==> src/rtl/cfgu_pkg.sv <==
package cfgu_pkg;
  localparam logic [7:0] KEY_B0    = 8'h87;
  localparam logic [7:0] KEY_B1    = 8'h01;
  localparam logic [7:0] KEY_B2    = 8'h55;
  localparam logic [7:0] KEY_B3_LO = 8'h55;
  localparam logic [7:0] KEY_B3_HI = 8'hAA;

  localparam logic [7:0] IX_EXIT   = 8'h02;
  localparam logic [7:0] EXIT_VAL  = 8'h02;
  localparam logic [7:0] IX_LDN    = 8'h07;
  localparam logic [7:0] IX_ID_HI  = 8'h20;
  localparam logic [7:0] IX_ID_LO  = 8'h21;
  localparam logic [7:0] IX_GLOB   = 8'h24;
  localparam logic [7:0] IX_BASE_H = 8'h64;
  localparam logic [7:0] IX_BASE_L = 8'h65;

  localparam logic [7:0] ID_HI     = 8'h87;
  localparam logic [7:0] ID_LO     = 8'h16;
  localparam logic [7:0] LOCKED_RD = 8'hFF;

  function automatic logic [7:0] key_at(input logic [1:0] step, input logic alt);
    case (step)
      2'd0:    key_at = KEY_B0;
      2'd1:    key_at = KEY_B1;
      2'd2:    key_at = KEY_B2;
      default: key_at = alt ? KEY_B3_HI : KEY_B3_LO;
    endcase
  endfunction
endpackage

==> src/rtl/cfgu_key_seq.sv <==
module cfgu_key_seq #(
  parameter logic ALT_KEY = 1'b0
) (
  input  logic       clk,
  input  logic       rst,
  input  logic       key_wr,
  input  logic [7:0] key_byte,
  input  logic       lock_req,
  output logic       open_o
);
  import cfgu_pkg::*;

  localparam int         STEPS     = 4;
  localparam logic [1:0] LAST_STEP = 2'(STEPS - 1);

  logic [1:0] step_q;
  logic [7:0] want;

  assign want = key_at(step_q, ALT_KEY);

  always_ff @(posedge clk) begin
    if (rst) begin
      step_q <= 2'd0;
      open_o <= 1'b0;
    end else if (lock_req) begin
      open_o <= 1'b0;
      step_q <= 2'd0;
    end else if (key_wr) begin
      if (key_byte == want) begin
        if (step_q == LAST_STEP) begin
          open_o <= 1'b1;
          step_q <= 2'd0;
        end else begin
          step_q <= step_q + 2'd1;
        end
      end else begin
        step_q <= (key_byte == KEY_B0) ? 2'd1 : 2'd0;
      end
    end
  end
endmodule

==> src/rtl/cfgu_regs.sv <==
module cfgu_regs #(
  parameter logic [7:0] SPI_LDN = 8'd7
) (
  input  logic        clk,
  input  logic        rst,
  input  logic        open_i,
  input  logic        idx_wr,
  input  logic        dat_wr,
  input  logic        idx_rd,
  input  logic        dat_rd,
  input  logic [7:0]  wdata,
  output logic [7:0]  rdata,
  output logic        rvalid,
  output logic [7:0]  cur_idx,
  output logic        lock_req,
  output logic [15:0] spi_base,
  output logic [7:0]  glob
);
  import cfgu_pkg::*;

  localparam int BANK_BYTES = 2;

  logic [7:0] idx_q;
  logic [7:0] ldn_q;
  logic [7:0] base_q [BANK_BYTES];
  logic       bank_sel;
  logic       wr_ok;
  logic [7:0] mux_val;

  assign bank_sel = (ldn_q == SPI_LDN);
  assign wr_ok    = dat_wr && open_i;
  assign lock_req = wr_ok && (idx_q == IX_EXIT) && (wdata == EXIT_VAL);
  assign cur_idx  = idx_q;
  assign spi_base = {base_q[0], base_q[1]};

  always_comb begin
    case (idx_q)
      IX_ID_HI:  mux_val = ID_HI;
      IX_ID_LO:  mux_val = ID_LO;
      IX_LDN:    mux_val = ldn_q;
      IX_GLOB:   mux_val = glob;
      IX_BASE_H: mux_val = bank_sel ? base_q[0] : 8'h00;
      IX_BASE_L: mux_val = bank_sel ? base_q[1] : 8'h00;
      default:   mux_val = 8'h00;
    endcase
  end

  always_ff @(posedge clk) begin
    if (rst) begin
      idx_q <= 8'h00;
      ldn_q <= 8'h00;
      glob  <= 8'h00;
    end else begin
      if (idx_wr && open_i) idx_q <= wdata;
      if (wr_ok && idx_q == IX_LDN)  ldn_q <= wdata;
      if (wr_ok && idx_q == IX_GLOB) glob  <= wdata;
    end
  end

  for (genvar b = 0; b < BANK_BYTES; b++) begin : g_bank
    localparam logic [7:0] MY_IDX = IX_BASE_H + 8'(b);
    always_ff @(posedge clk) begin
      if (rst) begin
        base_q[b] <= 8'h00;
      end else if (wr_ok && bank_sel && idx_q == MY_IDX) begin
        base_q[b] <= wdata;
      end
    end
  end

  always_ff @(posedge clk) begin
    if (rst) begin
      rdata  <= 8'h00;
      rvalid <= 1'b0;
    end else begin
      rvalid <= idx_rd || dat_rd;
      if (idx_rd)      rdata <= open_i ? idx_q : LOCKED_RD;
      else if (dat_rd) rdata <= open_i ? mux_val : LOCKED_RD;
    end
  end
endmodule

==> src/rtl/cfgu_gate.sv <==
module cfgu_gate #(
  parameter int              ADDR_W    = 16,
  parameter logic [ADDR_W-1:0] BASE_ADDR = 16'h002E,
  parameter logic [7:0]      SPI_LDN   = 8'd7
) (
  input  logic              clk,
  input  logic              rst,
  input  logic [ADDR_W-1:0] io_addr,
  input  logic              io_wr,
  input  logic              io_rd,
  input  logic [7:0]        io_wdata,
  output logic [7:0]        io_rdata,
  output logic              io_rvalid,
  output logic              cfg_open,
  output logic [15:0]       spi_base,
  output logic [2:0]        win_en,
  output logic              flash_wr_en,
  output logic              cs_alt
);
  localparam logic [ADDR_W-1:0] DATA_ADDR = BASE_ADDR + 1'b1;
  localparam logic              ALT_KEY   = (BASE_ADDR == ADDR_W'('h4E));

  logic       hit_idx, hit_dat;
  logic       lock_req;
  logic [7:0] cur_idx;
  logic [7:0] glob;

  assign hit_idx = (io_addr == BASE_ADDR);
  assign hit_dat = (io_addr == DATA_ADDR);

  cfgu_key_seq #(.ALT_KEY(ALT_KEY)) key_i (
    .clk      (clk),
    .rst      (rst),
    .key_wr   (io_wr && hit_idx && !cfg_open),
    .key_byte (io_wdata),
    .lock_req (lock_req),
    .open_o   (cfg_open)
  );

  cfgu_regs #(.SPI_LDN(SPI_LDN)) regs_i (
    .clk      (clk),
    .rst      (rst),
    .open_i   (cfg_open),
    .idx_wr   (io_wr && hit_idx),
    .dat_wr   (io_wr && hit_dat),
    .idx_rd   (io_rd && hit_idx),
    .dat_rd   (io_rd && hit_dat),
    .wdata    (io_wdata),
    .rdata    (io_rdata),
    .rvalid   (io_rvalid),
    .cur_idx  (cur_idx),
    .lock_req (lock_req),
    .spi_base (spi_base),
    .glob     (glob)
  );

  assign win_en      = glob[3:1];
  assign flash_wr_en = glob[4];
  assign cs_alt      = glob[5];
endmodule

==> config.mk <==
export PLATFORM = sky130hd
export DESIGN_NAME = cfgu_gate
export DESIGN_NICKNAME = d
export VERILOG_FILES = /design/src/rtl/cfgu_pkg.sv /design/src/rtl/cfgu_key_seq.sv /design/src/rtl/cfgu_regs.sv /design/src/rtl/cfgu_gate.sv
export SDC_FILE = /design/constraint.sdc
export NUM_CORES = 1
export LEC_CHECK = 0
export BUFFER_PORTS_ARGS = -buffer_cell sky130_fd_sc_hd__buf_2
export CAP_MARGIN = 10
export CORE_MARGIN = 2
export CORE_UTILIZATION = 35
export CTS_CLUSTER_SIZE = 14
export DETAILED_ROUTE_END_ITERATION = 12
export SKIP_CTS_REPAIR_TIMING = 1
export SLEW_MARGIN = 20
export SYNTH_ARGS = -nofsm -noshare
export SYNTH_HDL_FRONTEND = slang
export SYNTH_SLANG_ARGS = --single-unit
==> constraint.sdc <==
create_clock -name clk -period 4.1 [get_ports clk]
set_clock_uncertainty 0.05 [all_clocks]
set_input_delay 0.205 -clock clk [delete_from_list [all_inputs] [get_ports clk]]
set_output_delay 0.205 -clock clk [all_outputs]
set_load 0.02 [all_outputs]
==> results.py, run 1 <==
metrics = {
    "setup_path": {
        "r2r_setup_slack_ns": 1.54,
        "arrival_ns": 2.53,
        "max_stage_delay_ns": 0.69,
        "critPathLaunchType": "flop",
        "crit_slowest_cell": "or4_1",
        "end_kind": "flop",
        "crit_required_ns": 4.08,
        "crit_fanout": 10,
        "path_cells": "or4bb_1 -> or4_1 -> o31ai_1 -> buf_4",
        "worstSetupPathType": "reg2reg",
    },
    "drt": {
        "wire_per_inst_um": 15.9,
        "first_iter_violations": 209,
        "wl_met1_mm": 3.20,
        "vias": 2284,
        "dr.max_layer_used": "met4",
        "ant_nets": 0,
        "dr_wl_met2_mm": 3.33,
        "routed_wl_mm": 6.92,
        "drc": 0,
        "dr.pass1.iters": 4,
        "dr_wl_met3_um": 305,
        "viasPerCell": 5.25,
    },
    "timing": {
        "timing.final.hold_violations": 0,
        "setup_viol": 0,
        "timing.fmax_ghz": 0.391,
        "tightest_slew_ns": 0.829,
        "hold_ws_ns": 0.216,
        "fin_crit_sh_pct": 62.3,
        "rsz0062_at_grt": "false",
        "period_minus_slack_ns": 2.56,
        "relSlewSlack_pct": 44.6,
        "maxSlewViolCount": 0,
        "fin_setup_tns_ns": 0,
    },
    "place": {
        "gp_congestion": 0.928,
        "dp_hpwl_mm": 5.24,
        "io_buffer_count": 58,
        "placed_cell_area_um2": 3070,
    },
    "clock_tree": {
        "clockBufferDepth": 2,
        "cts_tree": "yes",
        "worstSkewPairLatency_ns": 0.31,
        "htree_levels": 2,
        "cts_num_sinks": 52,
        "root_buffer": "clkbuf_8",
        "cts_buffers": 5,
        "clk_pin_slew_ns": 0.10,
    },
    "power": {
        "report.power.total_uw": 896,
        "peakVddDrop_uv": 116,
        "power.leakage_uw": 0.00122,
        "power_density_nw_per_um2": 283,
    },
    "logic_synthesis": {
        "syn_nets": 317,
        "synth-seq-cells": 52,
        "yosysWarnings": 0,
        "yosysUniqueCellTypes": 49,
        "synth_area_um2": 2730,
        "synthCells": 284,
        "ys_seq_area_share_pct": 44.1,
        "avgSynthCellArea_um2": 9.60,
    },
    "global_route": {
        "grt_pass1_wl_mm": 11.6,
        "grt_max_degree": 29,
        "first_global_vias": 2197,
        "grt_overflow": 0,
        "grt_usage_pct": 17.2,
        "antenna_found_initial": 0,
    },
    "floorplan": {
        "pin_count": 59,
        "die_h_um": 92.3,
        "core_area_um2": 7650,
        "die_area_um2": 8510,
        "rows": 32,
        "fp.dieW_um": 92.3,
        "initial_core_util_pct": 35.7,
    },
    "layout": {
        "antennaDiodeCount": 0,
        "final_area_um2": 3160,
        "area_growth_syn_to_layout_pct": 16.0,
        "nets": 365,
        "final_cell_mix": "buf_2, nor2_1, dfxtp_1",
        "drive_gt1_share_pct": 23.1,
        "final_common_cell": "buf_2",
    },
    "min_path": {
        "hp-class": "in2reg",
    },
    "outcome": {
        "status": "finished, final reports clean",
    },
    "job": {
        "max_cap_violations": 0,
    },
}
## area by class of cell
type / count / area (um^2)
fillers: 772 / 4480
inverters: 7 / 26.3
repair buffers: 61 / 313
clock inverters: 3 / 20.0
flip-flops and latches: 52 / 1200
well taps: 102 / 128
clock buffers: 5 / 68.8
multi-input cells: 205 / 1410
## metrics by stage
| stage | util (%) | instances | setup WS, ns |
|---|---|---|---|
| 6_report | 41.4 | 435 | 1.54 |
| 5_1_grt | 41.4 | 435 | 1.41 |
| 4_1_cts | 41.4 | 435 | 1.55 |
| 3_5_place_dp | 40.2 | 427 | 1.56 |
| 3_3_place_gp | 40.2 | 427 | 1.61 |
| 2_1_floorplan | - | 284 | 1.35 |
## where the power goes
group	total (uW)	switching, uW	internal (uW)
Sequential	541	3.97	537
Combinational	65.7	44.5	21.2
Clock	289	170	119
## per-layer routing
layer | up-vias | track usage [%]
met5 | - | 0
met4 | 0 | 4.73
met3 | 7 | 1.97
met2 | 59 | 28.4
met1 | 1091 | 24.0
li1 | 1127 | -
## worst max-delay path, delay by kind of cell, from the launching register on
kind	cells	cell delay, ns
compound gates	1	0.29
simple gates	2	1.23
flops	1	0.49
buf+inv	1	0.21
## synth_stat cells (all sizes together)
cell | n | area share [%]
mux2i | 33 | 12
a22o | 5 | 1.6
a2111oi | 1 | 0.37
ha | 5 | 2.3
or4bb | 1 | 0.41
or4b | 5 | 2.0
inv | 7 | 0.96
nand3b | 2 | 0.55
nor3b | 1 | 0.28
o31ai | 2 | 0.55
nor2 | 43 | 5.9
nor4 | 8 | 2.6
o2111ai | 1 | 0.32
and3 | 4 | 0.92
nor4b | 3 | 0.96
and2 | 19 | 4.4
edfxtp | 16 | 18
nand4 | 3 | 0.69
nand4b | 3 | 0.96
nand2b | 1 | 0.23
a41oi | 1 | 0.32
xor2 | 1 | 0.32
or4 | 3 | 0.83
a221oi | 1 | 0.32
a21oi | 5 | 0.92
o2bb2ai | 4 | 1.3
nand3 | 4 | 0.73
and3b | 1 | 0.32
clkbuf | 13 | 1.8
nand2 | 12 | 1.7
o21ai | 17 | 3.1
a21o | 1 | 0.28
a31oi | 5 | 1.1
a31o | 1 | 0.32
dfxtp | 36 | 26
a211oi | 1 | 0.28
buf | 7 | 1.6
a2bb2oi | 1 | 0.55
nor3 | 5 | 1.5
o211ai | 2 | 0.55
## registers in the layout, indices dropped and copies added, names as in the netlist
signal / count
regs_i.cur_idx: 8
key_i.open_o: 1
regs_i.rvalid: 1
regs_i.ldn_q: 8
regs_i.base_q: 16
regs_i.rdata: 8
regs_i.glob: 8
key_i.step_q: 2
## kinds of logic (layout without fill, tap and decap cells)
group,count (synthesis),after routing,share of synthesized area [%]
simple gates,118,118,24.9
flops,52,52,44.1
compound gates,48,48,11.9
mux,33,33,12.1
buf+inv,27,76,4.36
fa+ha+maj,5,5,2.29
xor+xnor,1,1,0.321
## path summary, 6_finish.rpt
kind,from,to,depth (start not counted)
max,regs_i.cur_idx[6],regs_i.base_q[0][1],4
min,io_wdata[5],regs_i.glob[5],3
max reg2reg,regs_i.cur_idx[6],regs_i.base_q[0][1],4
min reg2reg,key_i.step_q[1],key_i.step_q[1],2
Power figures use the tool's default switching activity.
==> inputs of run 2 (changes only) <==
--- a/config.mk
+++ b/config.mk
@@ -5,6 +5,7 @@
 export SDC_FILE = /design/constraint.sdc
 export NUM_CORES = 1
 export LEC_CHECK = 0
+export ABC_AREA = 1
 export BUFFER_PORTS_ARGS = -buffer_cell sky130_fd_sc_hd__buf_2
 export CAP_MARGIN = 10
 export CORE_MARGIN = 2
==> constraint.sdc (replaced) <==
create_clock -name clk -period 2.26 [get_ports clk]
set_clock_uncertainty 0.05 [all_clocks]
set_input_delay 0.113 -clock clk [delete_from_list [all_inputs] [get_ports clk]]
set_output_delay 0.113 -clock clk [all_outputs]
set_load 0.02 [all_outputs]
==> run 2 against run 1 <==
Clock power up 81%. Synthesized cell count up 42%. Flip-flop and latch count unchanged. Synthesized area up 2.9%. Critical path depth up 4. Via count up 21%. Core utilization up 1.4 points. Combinational power up 110%. Worst hold slack worse by 0.20 ns. Final area up 4.5%. Critical endpoint is now regs_i.glob[4]. Largest power group unchanged. Highest routed layer unchanged.
==> results.py, run 2 <==
metrics = {
    "timing": {
        "fin_setup_tns_ns": 0,
        "rsz0062_at_grt": "false",
        "setup_viol": 0,
        "fin_crit_sh_pct": 77.4,
        "period_minus_slack_ns": 1.75,
        "timing.fmax_ghz": 0.572,
        "tightest_slew_ns": 0.407,
        "timing.final.hold_violations": 0,
        "maxSlewViolCount": 0,
        "relSlewSlack_pct": 72.9,
    },
    "drt": {
        "ant_nets": 0,
        "wire_per_inst_um": 14.0,
        "vias": 2758,
        "first_iter_violations": 210,
        "routed_wl_mm": 7.94,
        "dr.pass1.iters": 4,
        "drc": 0,
        "viasPerCell": 4.85,
    },
    "layout": {
        "antennaDiodeCount": 0,
        "final_common_cell": "nor2_1",
        "largest_reg_flops": 16,
        "regMostFlops": "regs_i.base_q",
        "seqCellArea_um2": 1200,
        "area_growth_syn_to_layout_pct": 17.8,
        "fillers": 813,
        "multiInputGateArea_um2": 1400,
        "drive_gt1_share_pct": 20.8,
        "final_cell_mix": "nor2_1, nand2_1, buf_2",
        "nets": 499,
    },
    "min_path": {
        "hold_depth": 3,
        "hp-class": "in2reg",
    },
    "floorplan": {
        "core_area_um2": 7730,
        "pin_count": 59,
        "fp.dieW_um": 93.5,
        "initial_core_util_pct": 36.3,
        "rows": 32,
        "die_area_um2": 8750,
        "die_h_um": 93.5,
    },
    "power": {
        "power_density_nw_per_um2": 497,
        "peakVddDrop_uv": 299,
        "report.power.total_uw": 1640,
        "power.leakage_uw": 0.00150,
    },
    "logic_synthesis": {
        "synth_area_um2": 2810,
        "yosysUniqueCellTypes": 27,
        "synthCells": 404,
        "synth_edf_count": 16,
        "yosysMostFrequentCell": "nor2_1",
        "synth-seq-cells": 52,
        "synth_area_leaders": "dfxtp_1, edfxtp_1, nor2_1",
        "async_reset_ff_share_pct": 0,
        "syn_nets": 437,
        "yosys.area.top_type": "dfxtp_1",
        "yosysWarnings": 0,
        "avgSynthCellArea_um2": 6.94,
        "synth_common_cells": "nor2_1, nand2_1, dfxtp_1, o21ai_1, inv_1",
        "ys.flop_type": "dfxtp_1",
        "synth_top_area_share_pct": 25.7,
        "ys_seq_area_share_pct": 42.8,
    },
    "setup_path": {
        "path_depth": 8,
        "r2r_setup_slack_ns": 0.51,
        "crit_end": "regs_i.glob[4]",
        "worst_path_most_repeated_cell": "nand2_1",
        "critPathLaunchType": "flop",
        "arrival_ns": 1.90,
        "crit_required_ns": 2.41,
        "crit_fanout": 8,
        "r2r_cells": 8,
        "r2r_start": "regs_i.cur_idx[1]",
        "crit_slowest_cell": "dfxtp_1",
        "worstSetupStartpoint": "regs_i.cur_idx[1]",
        "regToRegEndpoint": "regs_i.glob[4]",
        "end_kind": "flop",
        "cpLargestDelayFamily": "simple AND/OR/NAND/NOR gates",
        "max_stage_delay_ns": 0.35,
        "path_buf_inv": 2,
        "path_cells": "inv_2 -> nand2_1 -> nor2_2 -> nand2_1 -> inv_2 -> nand2_1 -> o21ai_1 -> nor2_1",
        "worstSetupPathType": "reg2reg",
    },
    "place": {
        "io_buffer_count": 58,
        "gp_congestion": 0.890,
        "dp_hpwl_mm": 6.18,
    },
    "clock_tree": {
        "cts_num_sinks": 52,
        "clockBufferDepth": 2,
        "cts_buffers": 5,
        "root_buffer": "clkbuf_8",
        "cts_tree": "yes",
        "htree_levels": 2,
        "clk_pin_slew_ns": 0.10,
        "worstSkewPairLatency_ns": 0.30,
    },
    "global_route": {
        "antenna_found_initial": 0,
        "first_global_vias": 2456,
        "grt_overflow": 0,
        "grt_usage_pct": 18.7,
        "grt_pass1_wl_mm": 12.5,
        "grt_max_degree": 20,
    },
    "job": {
        "max_cap_violations": 0,
    },
    "outcome": {
        "status": "finished, final reports clean",
    },
}
## run 2: cell types whose count changed in the layout (fill, tap and decap cells not counted), moves of 6 or more
cell     before  now
nor4_1        6    0
and2_1       19    1
nor2_1       43  100
inv_1         8   28
inv_2         0   14
nand2_1      12   89
mux2i_1      33    0
nand3_1       4   25
o21ai_1       6   29
a21oi_1       5   21
## run 2: how the worst min path moves through the flow
stage | slack, ns | from | endpoint
floorplan | 0.13 | rst | regs_i.rvalid
global placement | 0.29 | rst | regs_i.rvalid
detailed placement | 0.29 | rst | regs_i.rvalid
CTS | -0.04 | rst | regs_i.rvalid
global route | 0.03 | io_rd | regs_i.rvalid
finish | 0.02 | io_rd | regs_i.rvalid
## run 2: worst reg2reg max path, delay by kind of cell (launching register included)
family,cells,cell delay (ns)
AOI/OAI and AO/OA,1,0.21
DFF,1,0.35
buffers and inverters,2,0.25
and+or+nand+nor,5,0.79
## run 2: metrics by stage
step / utilization (%) / hold WS [ns] / setup slack (ns) / cells / instance area [um^2]
final: 42.8 / 0.0202 / 0.510 / 569 / 3300
after global placement: 41.5 / 0.293 / 0.446 / 560 / 3210
after floorplan: - / 0.135 / 0.625 / 404 / 2810
after CTS: 42.6 / -0.0363 / 0.502 / 568 / 3290
after detailed placement: 41.5 / 0.293 / 0.431 / 560 / 3210
after global routing: 42.8 / 0.0314 / 0.330 / 569 / 3300
## run 2: logic make-up after synthesis
kind of cell,count (synthesis),synth area share [%]
and+or+nand+nor,238,37.1
adders and majority gates,5,2.23
DFF,52,42.8
buffers and inverters,51,7.27
AOI/OAI and AO/OA,58,10.6
## run 2: cell type report
cell class | count | share of cell area [%]
clock inverter | 2 | 0.341
multi-input combinational | 301 | 42.4
clock buffer | 6 | 2.20
timing repair buffer | 63 | 10.0
sequential | 52 | 36.3
inverter | 43 | 4.88
tap | 102 | 3.86
## run 2: routing by layer
metal	global-route usage (%)	part of all wire (%)	up-vias	routed length (um)
li1	-	-	1415	-
met1	25.6	45	1276	3580
met2	30.8	49	58	3920
met3	2.90	4.1	9	324
met4	4.78	1.5	0	119
met5	0	0	-	0
## run 2: report_power, final
part / internal [uW] / switching, uW / total [uW]
clock: 216 / 309 / 524
sequential: 974 / 10.4 / 985
combinational: 43.8 / 91.0 / 135
total: 1230 / 410 / 1640
==> inputs of run 3 (changes only) <==
--- a/config.mk
+++ b/config.mk
@@ -5,7 +5,7 @@
 export SDC_FILE = /design/constraint.sdc
 export NUM_CORES = 1
 export LEC_CHECK = 0
-export ABC_AREA = 1
+export ABC_AREA = 0
 export BUFFER_PORTS_ARGS = -buffer_cell sky130_fd_sc_hd__buf_2
 export CAP_MARGIN = 10
 export CORE_MARGIN = 2
==> constraint.sdc (replaced) <==
create_clock -name clk -period 1.45 [get_ports clk]
set_clock_uncertainty 0.05 [all_clocks]
set_input_delay 0.0725 -clock clk [delete_from_list [all_inputs] [get_ports clk]]
set_output_delay 0.0725 -clock clk [all_outputs]
set_load 0.02 [all_outputs]
==> run 3 against run 2 <==
The flow now finishes with violations (negative setup slack). First-iteration DRC count decreased by 29%. Routed wire length up 7.3%. Maximum frequency down 19%. Register-to-register slack lost 1.2 ns.
==> results.py, run 3 (synthesis results as in run 1) <==
metrics = {
    "power": {
        "pwr-share-comb_pct": 10.9,
        "clock_power_share_pct": 30.9,
        "power.leakage_uw": 0.00168,
        "report.power.total_uw": 2620,
        "p_int_uw": 1970,
        "power_density_nw_per_um2": 635,
        "peakVddDrop_uv": 353,
        "p_sw_share_pct": 24.9,
        "p_seq_share_pct": 58.2,
        "p_switching_uw": 653,
    },
    "place": {
        "dp_hpwl_mm": 6.52,
        "io_buffer_count": 58,
        "post-place-cells": 495,
        "gp_congestion": 0.969,
        "placed_cell_area_um2": 3700,
    },
    "min_path": {
        "hp-start": "rst",
        "hold_depth": 2,
        "hp-class": "in2reg",
        "holdPathEnd": "regs_i.glob[7]",
    },
    "drt": {
        "vias": 2596,
        "first_iter_violations": 150,
        "ant_nets": 0,
        "wire_per_inst_um": 16.7,
        "routed_wl_mm": 8.53,
        "drc": 0,
        "viasPerCell": 5.10,
        "dr.pass1.iters": 4,
    },
    "global_route": {
        "first_global_vias": 2491,
        "grt_usage_pct": 19.8,
        "grt_overflow": 0,
        "grt_pass1_wl_mm": 13.2,
        "antenna_found_initial": 0,
        "grt_max_degree": 17,
    },
    "outcome": {
        "status": "complete, but fails checks",
        "violations": "negative setup slack",
    },
    "setup_path": {
        "r2r_setup_slack_ns": -0.70,
        "r2r_start": "regs_i.ldn_q[4]",
        "r2r_cells": 4,
        "crit_fanout": 8,
        "end_kind": "flop",
        "crit_required_ns": 1.43,
        "critPathLaunchType": "flop",
        "worstSetupPathType": "reg2reg",
        "arrival_ns": 2.13,
        "regToRegEndpoint": "regs_i.base_q[0][1]",
    },
    "layout": {
        "largest_reg_flops": 16,
        "final_area_um2": 4130,
        "drive_gt1_share_pct": 47.4,
        "final_common_cell": "buf_4",
        "antennaDiodeCount": 0,
        "area_growth_syn_to_layout_pct": 51.6,
        "regMostFlops": "regs_i.base_q",
        "stdcell_count": 509,
        "nets": 439,
        "fillers": 681,
        "final_cell_mix": "buf_4, buf_2, nor2_1",
    },
    "timing": {
        "tightest_slew_ns": 0.452,
        "timing.fmax_ghz": 0.466,
        "rsz0062_at_grt": "true",
        "setup_viol": 59,
        "period_minus_slack_ns": 2.15,
        "relSlewSlack_pct": 69.8,
        "timing.final.hold_violations": 0,
        "fin_crit_sh_pct": 148,
        "fin_ws_ns": -0.698,
        "hold_ws_ns": 0.0273,
        "maxSlewViolCount": 0,
    },
    "floorplan": {
        "fp.dieW_um": 92.3,
        "core_area_um2": 7650,
        "die_h_um": 92.3,
        "die_area_um2": 8510,
        "rows": 32,
        "pin_count": 59,
        "initial_core_util_pct": 35.7,
    },
    "clock_tree": {
        "clk_pin_slew_ns": 0.09,
        "cts_tree": "yes",
        "clockBufferDepth": 2,
        "htree_levels": 2,
        "cts_num_sinks": 52,
        "worstSkewPairLatency_ns": 0.30,
        "cts_buffers": 5,
        "root_buffer": "clkbuf_8",
    },
    "job": {
        "max_cap_violations": 0,
    },
}
run 3: cell count changes in the layout (fill, tap and decap cells not counted), moves of 18 or more:
cell	previous run	this run
inv_1	28	5
nor2_1	100	40
and2_1	1	19
nand2_1	89	10
mux2i_1	0	32
buf_6	0	18
o21ai_1	29	6
buf_4	4	61
nand3_1	25	3
a21oi_1	21	3
run 3: worst max path at each step:
| stage | slack, ns | depth (start not counted) | startpoint | endpoint |
|---|---|---|---|---|
| after floorplan | -0.77 | 4 | regs_i.ldn_q[3] | regs_i.base_q[0][0] |
| after global placement | -0.68 | 4 | regs_i.ldn_q[3] | regs_i.base_q[0][6] |
| after detailed placement | -0.76 | 4 | regs_i.ldn_q[3] | regs_i.base_q[0][4] |
| after CTS | -0.76 | 4 | regs_i.ldn_q[3] | regs_i.base_q[0][4] |
| after global routing | -0.74 | 6 | regs_i.ldn_q[4] | regs_i.rdata[0] |
| final | -0.70 | 4 | regs_i.ldn_q[4] | regs_i.base_q[0][1] |
run 3: per-layer routing:
metal | share of wire (%) | routed length, um | global-route usage [%]
met1 | 45 | 3830 | 27.1
met2 | 50 | 4220 | 33.0
met3 | 4.7 | 400 | 3.62
met4 | 0.87 | 74 | 3.61
met5 | 0 | 0 | 0
run 3: critical path, stage by stage (launching register included):
cell and delay (ns):
dfxtp_1 0.32, or4b_4 0.53, or4_4 0.59, o31ai_4 0.21, buf_6 0.17
run 3: power by group through the flow:
stage                     clock, uW  combinational (uW)  sequential (uW)
after floorplan                   0                63.6             1590
after CTS                       831                 257             1530
after global routing            888                 303             1530
final                           810                 285             1530
after detailed placement          0                 257             1560
after global placement            0                 255             1560
run 3: layout make-up:
class / count / area (um^2) / share of cell area [%]
inverter: 7 / 31.3 / 0.757
clock inverter: 3 / 18.8 / 0.454
tap: 102 / 128 / 3.09
sequential: 52 / 1210 / 29.4
multi-input combinational: 205 / 1720 / 41.5
clock buffer: 5 / 68.8 / 1.67
timing repair buffer: 135 / 956 / 23.1
run 3: per-stage QoR:
stage          setup TNS [ns]  worst slack (ns)  utilization, %
2_1_floorplan          -28.35            -0.770               -
3_3_place_gp           -34.24            -0.681            48.4
3_5_place_dp           -36.79            -0.755            48.4
4_1_cts                -34.59            -0.763            49.6
5_1_grt                -36.65            -0.741            54.0
6_report               -31.98            -0.698            54.0
